File: config.mk
export PLATFORM = sky130hd
export DESIGN_NAME = vsr_bank_top
export DESIGN_NICKNAME = d
export VERILOG_FILES = /design/src/rtl/vsr_pkg.sv /design/src/rtl/vsr_decode.sv /design/src/rtl/vsr_ctrl.sv /design/src/rtl/vsr_store.sv /design/src/rtl/vsr_bank_top.sv
export SDC_FILE = /design/constraint.sdc
export NUM_CORES = 1
export LEC_CHECK = 0
export BUFFER_PORTS_ARGS = -buffer_cell sky130_fd_sc_hd__buf_4
export CAP_MARGIN = 20
export CELL_PAD_IN_SITES_DETAIL_PLACEMENT = 0
export CELL_PAD_IN_SITES_GLOBAL_PLACEMENT = 1
export CORE_ASPECT_RATIO = 1.2
export CORE_UTILIZATION = 45
export DETAILED_ROUTE_END_ITERATION = 6
export GPL_ROUTABILITY_DRIVEN = 0
export HOLD_SLACK_MARGIN = 0.15
export PLACE_DENSITY = 0.9
export SLEW_MARGIN = 20
export SYNTH_ARGS = -nofsm -noshare
export SYNTH_HDL_FRONTEND = slang
export SYNTH_SLANG_ARGS = --single-unit
export TNS_END_PERCENT = 100
File: constraint.sdc
create_clock -name clk -period 3 [get_ports clk]
set_input_delay 0 -clock clk [delete_from_list [all_inputs] [get_ports clk]]
set_output_delay 0 -clock clk [all_outputs]
set_load 0.05 [all_outputs]
File: src/rtl/vsr_pkg.sv
package vsr_pkg;
  localparam int CTRL_REQ_BIT = 0;
  localparam int CTRL_MAN_BIT = 1;

  typedef enum logic [1:0] {
    TGT_NONE = 2'd0,
    TGT_CTRL = 2'd1,
    TGT_CFG  = 2'd2
  } tgt_e;
endpackage

File: src/rtl/vsr_decode.sv
module vsr_decode
  import vsr_pkg::*;
#(
  parameter int ADDR_W   = 15,
  parameter int NUM_REGS = 8,
  parameter int CTRL_OFS = 0,
  parameter int CFG_BASE = 32'h800,
  localparam int IDX_W   = (NUM_REGS > 1) ? $clog2(NUM_REGS) : 1
) (
  input  logic [ADDR_W-1:0] addr,
  output tgt_e              tgt,
  output logic [IDX_W-1:0]  idx
);
  always_comb begin
    tgt = TGT_NONE;
    idx = '0;
    if (addr == ADDR_W'(CTRL_OFS)) begin
      tgt = TGT_CTRL;
    end
    for (int k = 0; k < NUM_REGS; k++) begin
      if (addr == ADDR_W'(CFG_BASE + 4 * k)) begin
        tgt = TGT_CFG;
        idx = IDX_W'(k);
      end
    end
  end
endmodule

File: src/rtl/vsr_ctrl.sv
module vsr_ctrl (
  input  logic clk,
  input  logic rst,
  input  logic wr_ctrl,
  input  logic req_bit,
  input  logic man_bit,
  input  logic vblank,
  output logic xfer,
  output logic req_q,
  output logic man_q
);
  logic req_set;

  assign req_set = wr_ctrl & req_bit;
  // Mode used for this cycle is the one held before any same-cycle write.
  assign xfer    = vblank & (~man_q | req_q | req_set);

  always_ff @(posedge clk) begin
    if (rst) begin
      req_q <= 1'b0;
      man_q <= 1'b0;
    end else begin
      req_q <= xfer ? 1'b0 : (req_q | req_set);
      if (wr_ctrl) man_q <= man_bit;
    end
  end

  // a completed copy always leaves the request bit clear
  p_req_clear_r3: assert property (@(posedge clk) disable iff (rst)
    xfer |=> !req_q);

  // a pending request survives until a blanking pulse arrives
  p_req_held_r9: assert property (@(posedge clk) disable iff (rst)
    (req_q && !vblank) |=> req_q);
endmodule

File: src/rtl/vsr_store.sv
module vsr_store #(
  parameter int DATA_W   = 32,
  parameter int NUM_REGS = 8,
  localparam int IDX_W   = (NUM_REGS > 1) ? $clog2(NUM_REGS) : 1,
  localparam int FLAT_W  = NUM_REGS * DATA_W
) (
  input  logic              clk,
  input  logic              rst,
  input  logic              wr_cfg,
  input  logic [IDX_W-1:0]  wr_idx,
  input  logic [DATA_W-1:0] wr_data,
  input  logic              xfer,
  output logic [FLAT_W-1:0] shadow_flat,
  output logic [FLAT_W-1:0] active_flat
);
  for (genvar k = 0; k < NUM_REGS; k++) begin : g_word
    logic [DATA_W-1:0] shadow_q;
    logic [DATA_W-1:0] active_q;

    always_ff @(posedge clk) begin
      if (rst) begin
        shadow_q <= '0;
      end else if (wr_cfg && wr_idx == IDX_W'(k)) begin
        shadow_q <= wr_data;
      end
    end

    // Copy takes the pending value held before any same-cycle write.
    always_ff @(posedge clk) begin
      if (rst) begin
        active_q <= '0;
      end else if (xfer) begin
        active_q <= shadow_q;
      end
    end

    assign shadow_flat[k*DATA_W +: DATA_W] = shadow_q;
    assign active_flat[k*DATA_W +: DATA_W] = active_q;
  end

  // live words move only on a copy
  p_live_hold_r2: assert property (@(posedge clk) disable iff (rst)
    !xfer |=> $stable(active_flat));

  // a copy delivers the pending words from before the edge
  p_copy_prewrite_r8: assert property (@(posedge clk) disable iff (rst)
    xfer |=> active_flat == $past(shadow_flat));
endmodule

File: src/rtl/vsr_bank_top.sv
module vsr_bank_top
  import vsr_pkg::*;
#(
  parameter int DATA_W   = 32,
  parameter int ADDR_W   = 15,
  parameter int NUM_REGS = 8,
  parameter int CTRL_OFS = 0,
  parameter int CFG_BASE = 32'h800,
  localparam int IDX_W   = (NUM_REGS > 1) ? $clog2(NUM_REGS) : 1,
  localparam int FLAT_W  = NUM_REGS * DATA_W
) (
  input  logic              clk,
  input  logic              rst,
  input  logic              wr_en,
  input  logic [ADDR_W-1:0] wr_addr,
  input  logic [DATA_W-1:0] wr_data,
  input  logic              rd_en,
  input  logic [ADDR_W-1:0] rd_addr,
  output logic [DATA_W-1:0] rd_data,
  input  logic              vblank,
  output logic [FLAT_W-1:0] active_cfg
);
  tgt_e             wr_tgt;
  tgt_e             rd_tgt;
  logic [IDX_W-1:0] wr_idx;
  logic [IDX_W-1:0] rd_idx;
  logic             wr_ctrl;
  logic             wr_cfg;
  logic             xfer;
  logic             req_q;
  logic             man_q;
  logic [FLAT_W-1:0] shadow_flat;

  vsr_decode #(.ADDR_W(ADDR_W), .NUM_REGS(NUM_REGS), .CTRL_OFS(CTRL_OFS),
               .CFG_BASE(CFG_BASE)) u_wr_dec (
    .addr(wr_addr), .tgt(wr_tgt), .idx(wr_idx));

  vsr_decode #(.ADDR_W(ADDR_W), .NUM_REGS(NUM_REGS), .CTRL_OFS(CTRL_OFS),
               .CFG_BASE(CFG_BASE)) u_rd_dec (
    .addr(rd_addr), .tgt(rd_tgt), .idx(rd_idx));

  assign wr_ctrl = wr_en && (wr_tgt == TGT_CTRL);
  assign wr_cfg  = wr_en && (wr_tgt == TGT_CFG);

  vsr_ctrl u_ctrl (
    .clk(clk), .rst(rst), .wr_ctrl(wr_ctrl),
    .req_bit(wr_data[CTRL_REQ_BIT]), .man_bit(wr_data[CTRL_MAN_BIT]),
    .vblank(vblank), .xfer(xfer), .req_q(req_q), .man_q(man_q));

  vsr_store #(.DATA_W(DATA_W), .NUM_REGS(NUM_REGS)) u_store (
    .clk(clk), .rst(rst), .wr_cfg(wr_cfg), .wr_idx(wr_idx),
    .wr_data(wr_data), .xfer(xfer),
    .shadow_flat(shadow_flat), .active_flat(active_cfg));

  always_ff @(posedge clk) begin
    if (rst) begin
      rd_data <= '0;
    end else if (rd_en) begin
      unique case (rd_tgt)
        TGT_CTRL: rd_data <= DATA_W'({man_q, req_q});
        TGT_CFG:  rd_data <= shadow_flat[rd_idx*DATA_W +: DATA_W];
        default:  rd_data <= '0;
      endcase
    end
  end

  // in automatic mode every blanking pulse refreshes the live words
  p_auto_load_r5: assert property (@(posedge clk) disable iff (rst)
    (vblank && !man_q) |=> active_cfg == $past(shadow_flat));

  // manual mode without any request keeps the live words
  p_manual_hold_r4: assert property (@(posedge clk) disable iff (rst)
    (man_q && !req_q && !(wr_ctrl && wr_data[CTRL_REQ_BIT]))
      |=> $stable(active_cfg));

  // a request written together with a blanking pulse is served at once
  p_same_cycle_r7: assert property (@(posedge clk) disable iff (rst)
    (vblank && wr_ctrl && wr_data[CTRL_REQ_BIT]) |=> !req_q);
endmodule

==> flow_summary.ini <==
[routing]
drtPass1Iterations = 5
postRouteAntennaNets = 0
routed_via_density = 5.37
dr.first_iter.drc_count = 1391
drt_drc_violations_left = 0
detailroute.via_count = 18100
totalWireLength_um = 66700
route.detailed.wl_per_inst_um = 19.7

[placed_design]
placedCellCount = 3211
portBuffers = 354
dpl.hpwl_um = 45100
place_ws_ps = 498
dpl-instance-area_mm2 = 0.0241

[worst_setup_path]
worst_path_dominant_cell_family = buffers and inverters
timing.critical_path.cells = dlygate4sd3_1, buf_4, nor4_1, and4_1, and4_1, buf_4, nand2_1, dlygate4sd3_1, a21oi_1, dlygate4sd3_1
max_stage_delay_ps = 570
timing.critical_path.from_type = input pin
worst_ep_required_time_ps = 3530
path_buf_inv = 5
cp_max_fo = 18
arrival_time_at_the_worst_endpoint_ps = 3330
crit_reg_reg_endpoint = rd_data[7]
rr_worst_depth = 5
worst_setup_path_end_kind = register
rr_startpoint = u_store.g_word[1].shadow_q[7]
worst_setup_slack_for_register_to_register_paths_ps = 470
critPathLaunch = wr_addr[14]
cp_slowest_cell = sky130_fd_sc_hd__dlygate4sd3_1
critical_path_class = input pin to register
cp_dominant_cell_by_count = sky130_fd_sc_hd__dlygate4sd3_1

[yosys]
synthDominantAreaCellType = sky130_fd_sc_hd__dfxtp_1
synth.ff_latch_count = 546
synthesis.area_mm2 = 0.0212
yosysWarnings = 0
synth-main-ff-cell = sky130_fd_sc_hd__dfxtp_1
synth_cell_types = 41
asyncSetResetFlopFracSynth_pct = 0
dominant_cells_by_area_after_synthesis = sky130_fd_sc_hd__dfxtp_1, sky130_fd_sc_hd__mux2i_1, sky130_fd_sc_hd__nand2_1
ys_seq_area_share_pct = 51.6
synth.avg_cell_area_um2 = 8.75
syn_nets = 2492
synth-edff-count = 0
syn_inst_count = 2423
yosys.area.top_type_share_pct = 51.6

[floorplanning]
placeableCoreArea_mm2 = 0.0462
die_y_um = 240
floorplan.io_pins = 355
initial_core_util_pct = 45.9
floorplan.rows = 86
die-area_mm2 = 0.0480
overall_die_width_um = 200

[sta]
timing.fmax_mhz = 357
setup_viol = 0
rsz_0062_raised_after_global_routing = no
final_min_period_over_clock_period_pct = 93.3
worst_pin_slew_ps = 857
whs_ps = 241
count_of_pins_over_their_slew_limit = 0
finalClockSkew_ps = 26.6
slew_headroom_pct = 42.9
timing.final.crit_period_ps = 2800
fin_ws_ps = 202
totalNegativeSetupSlack_ps = 0
number_of_failing_hold_endpoints_at_the_final_stage = 0

[worst_hold_path]
worstHoldPathCells = 5
min_path_type = input pin to register
worst_hold_endpoint = rd_data[8]
holdCritStartpoint = rd_addr[2]

[clock_network]
cts_tree = built
cts_htree_levels = 2
clk_transition_reported_paths_ps = 60
clock_insertion_delay_worst_skew_ps = 590
tritoncts.num_buffers = 52
clk_root_buffer_cell = sky130_fd_sc_hd__clkbuf_16
post_cts_resized = 0
cts-root-to-sink-buffers = 3
tritoncts_num_sinks = 546

[final_layout]
layout.nets = 2790
multi_input_area_mm2 = 0.00938
stdcell_count = 3379
final_layout_size_suffix_gt1_share_pct = 18.8
post-route-cell-area_mm2 = 0.0265
filler_cell_count_in_the_final_layout = 4118
area_delta_synth_final_pct = 25.2
sequential_cell_area_mm2 = 0.0109

[power_and_ir_drop]
pwr_density_cell_mw_per_mm2 = 542
total_switching_power_mw = 3.23
power.sequential.fraction_pct = 50.4
vdd.ir_drop.worst_mv = 0.407
power_switching_share_pct = 22.5
clkPwrFrac_pct = 46.0
power_leakage_nw = 11.0
p_int_mw = 11.2
comb_power_share_pct = 3.6

[grt]
via_count_of_the_first_global_routing_pass = 17100
gr-total-overflow = 0
antenna_found_initial = 3
grt_start_max_net_pins = 139
wire_length_of_the_first_global_routing_pass_um = 102000
grt_use_total_pct = 26.8

[job]
drv.max_cap_violation_count = 0

[run_status]
run_status = completed
[state kept, by name, summed over array words and instances (netlist names)]
register,count
u_store.g_word.active_q,256
u_store.g_word.shadow_q,256
rd_data,32
u_ctrl.man_q,1
u_ctrl.req_q,1
[synth_stat cells, drive strengths merged (2+ instances only)]
library cell,instances
nor4,6
nor4b,2
and2,2
ha,2
buf,66
a31oi,2
inv,4
mux2,32
a22o,29
nand4,5
o2bb2ai,2
clkbuf,150
nor2b,37
dfxtp,546
mux2i,287
nand2,613
a211oi,63
nand3,3
nor3,3
a21oi,290
nand3b,3
and4,3
nor2,228
o21ai,33
and3b,3
[layout by cell type (no fill, tap or decap), drive strengths merged, types with 4 or more instances in the layout]
cell	instances
nand2	613
dfxtp	546
buf	389
a21oi	290
mux2i	287
nor2	228
dlygate4sd3	71
clkbuf	71
a211oi	63
nor2b	37
o21ai	33
mux2	32
a22o	29
clkinv	12
inv	6
nor4	6
nand4	5
clkinvlp	5
bufinv	4
[metal layers]
layer  up-vias  routed length, um  global-route usage [%]
met1      8676              31200                    39.1
met2       678              27600                    37.5
met3       113               5670                    6.64
met5         -                 33                       0
met4         6               2220                    10.3
li1       8670                  -                       -
[cells by family (layout without fill, tap and decap cells)]
logic type | Yosys count | in the layout | synth area share (%)
AND/OR/NAND/NOR | 911 | 911 | 17.2
other | 0 | 2 | 0
multiplexers | 319 | 319 | 15.3
AO/OA/AOI/OAI | 425 | 425 | 11.4
adder cells (fa/ha/maj) | 2 | 2 | 0.118
buffers and inverters | 220 | 558 | 4.49
flip-flops | 546 | 546 | 51.6
[layout make-up]
class / instances / share of cell area [%]
Multi-Input combinational cell: 1657 / 35.3
Timing Repair Buffer: 460 / 14.1
Tap cell: 616 / 2.90
Clock inverter: 23 / 0.887
Sequential cell: 546 / 41.2
Inverter: 4 / 0.0566
Antenna cell: 2 / 0.0189
Clock buffer: 71 / 5.52
[worst max path at each step]
| stage | endpoint | slack, ps | cells past startpoint |
|---|---|---|---|
| 6_report | u_store.g_word[7].shadow_q[31] | 200 | 10 |
| 5_1_grt | u_store.g_word[7].shadow_q[31] | 60 | 10 |
| 4_1_cts | u_ctrl.req_q | 90 | 10 |
| 3_5_place_dp | rd_data[23] | 500 | 11 |
| 3_3_place_gp | rd_data[26] | 610 | 11 |
| 2_1_floorplan | rd_data[10] | 990 | 10 |
[what timing repair did]
| action | in CTS | in global routing |
|---|---|---|
| buffers inserted | 0 | 1 |
| hold endpoints to repair | 336 | 0 |
| hold buffers | 71 | 0 |
| setup endpoints to repair | 0 | 1 |
[power by group through the flow]
stage	logic (mW)	clock network, mW	registers, mW
after global placement	0.464	0	7.41
after CTS	0.517	6.71	7.25
after global routing	0.552	7.02	7.24
after detailed placement	0.470	0	7.41
final	0.522	6.61	7.25
after floorplan	0.279	0	7.41
[stage by stage]
stage | total power, mW | utilization [%]
after detailed placement | 7.88 | 52.2
final | 14.4 | 57.5
after floorplan | 7.69 | -
after CTS | 14.5 | 57.5
after global placement | 7.87 | 52.2
after global routing | 14.8 | 57.5
[worst min-delay path, stage by stage]
cell	delay (ps)
sky130_fd_sc_hd__buf_4	230
sky130_fd_sc_hd__nor2b_1	160
sky130_fd_sc_hd__a211oi_1	50
sky130_fd_sc_hd__a211oi_1	170
sky130_fd_sc_hd__a22o_1	150
No activity file was read; power rests on OpenSTA's default activity.
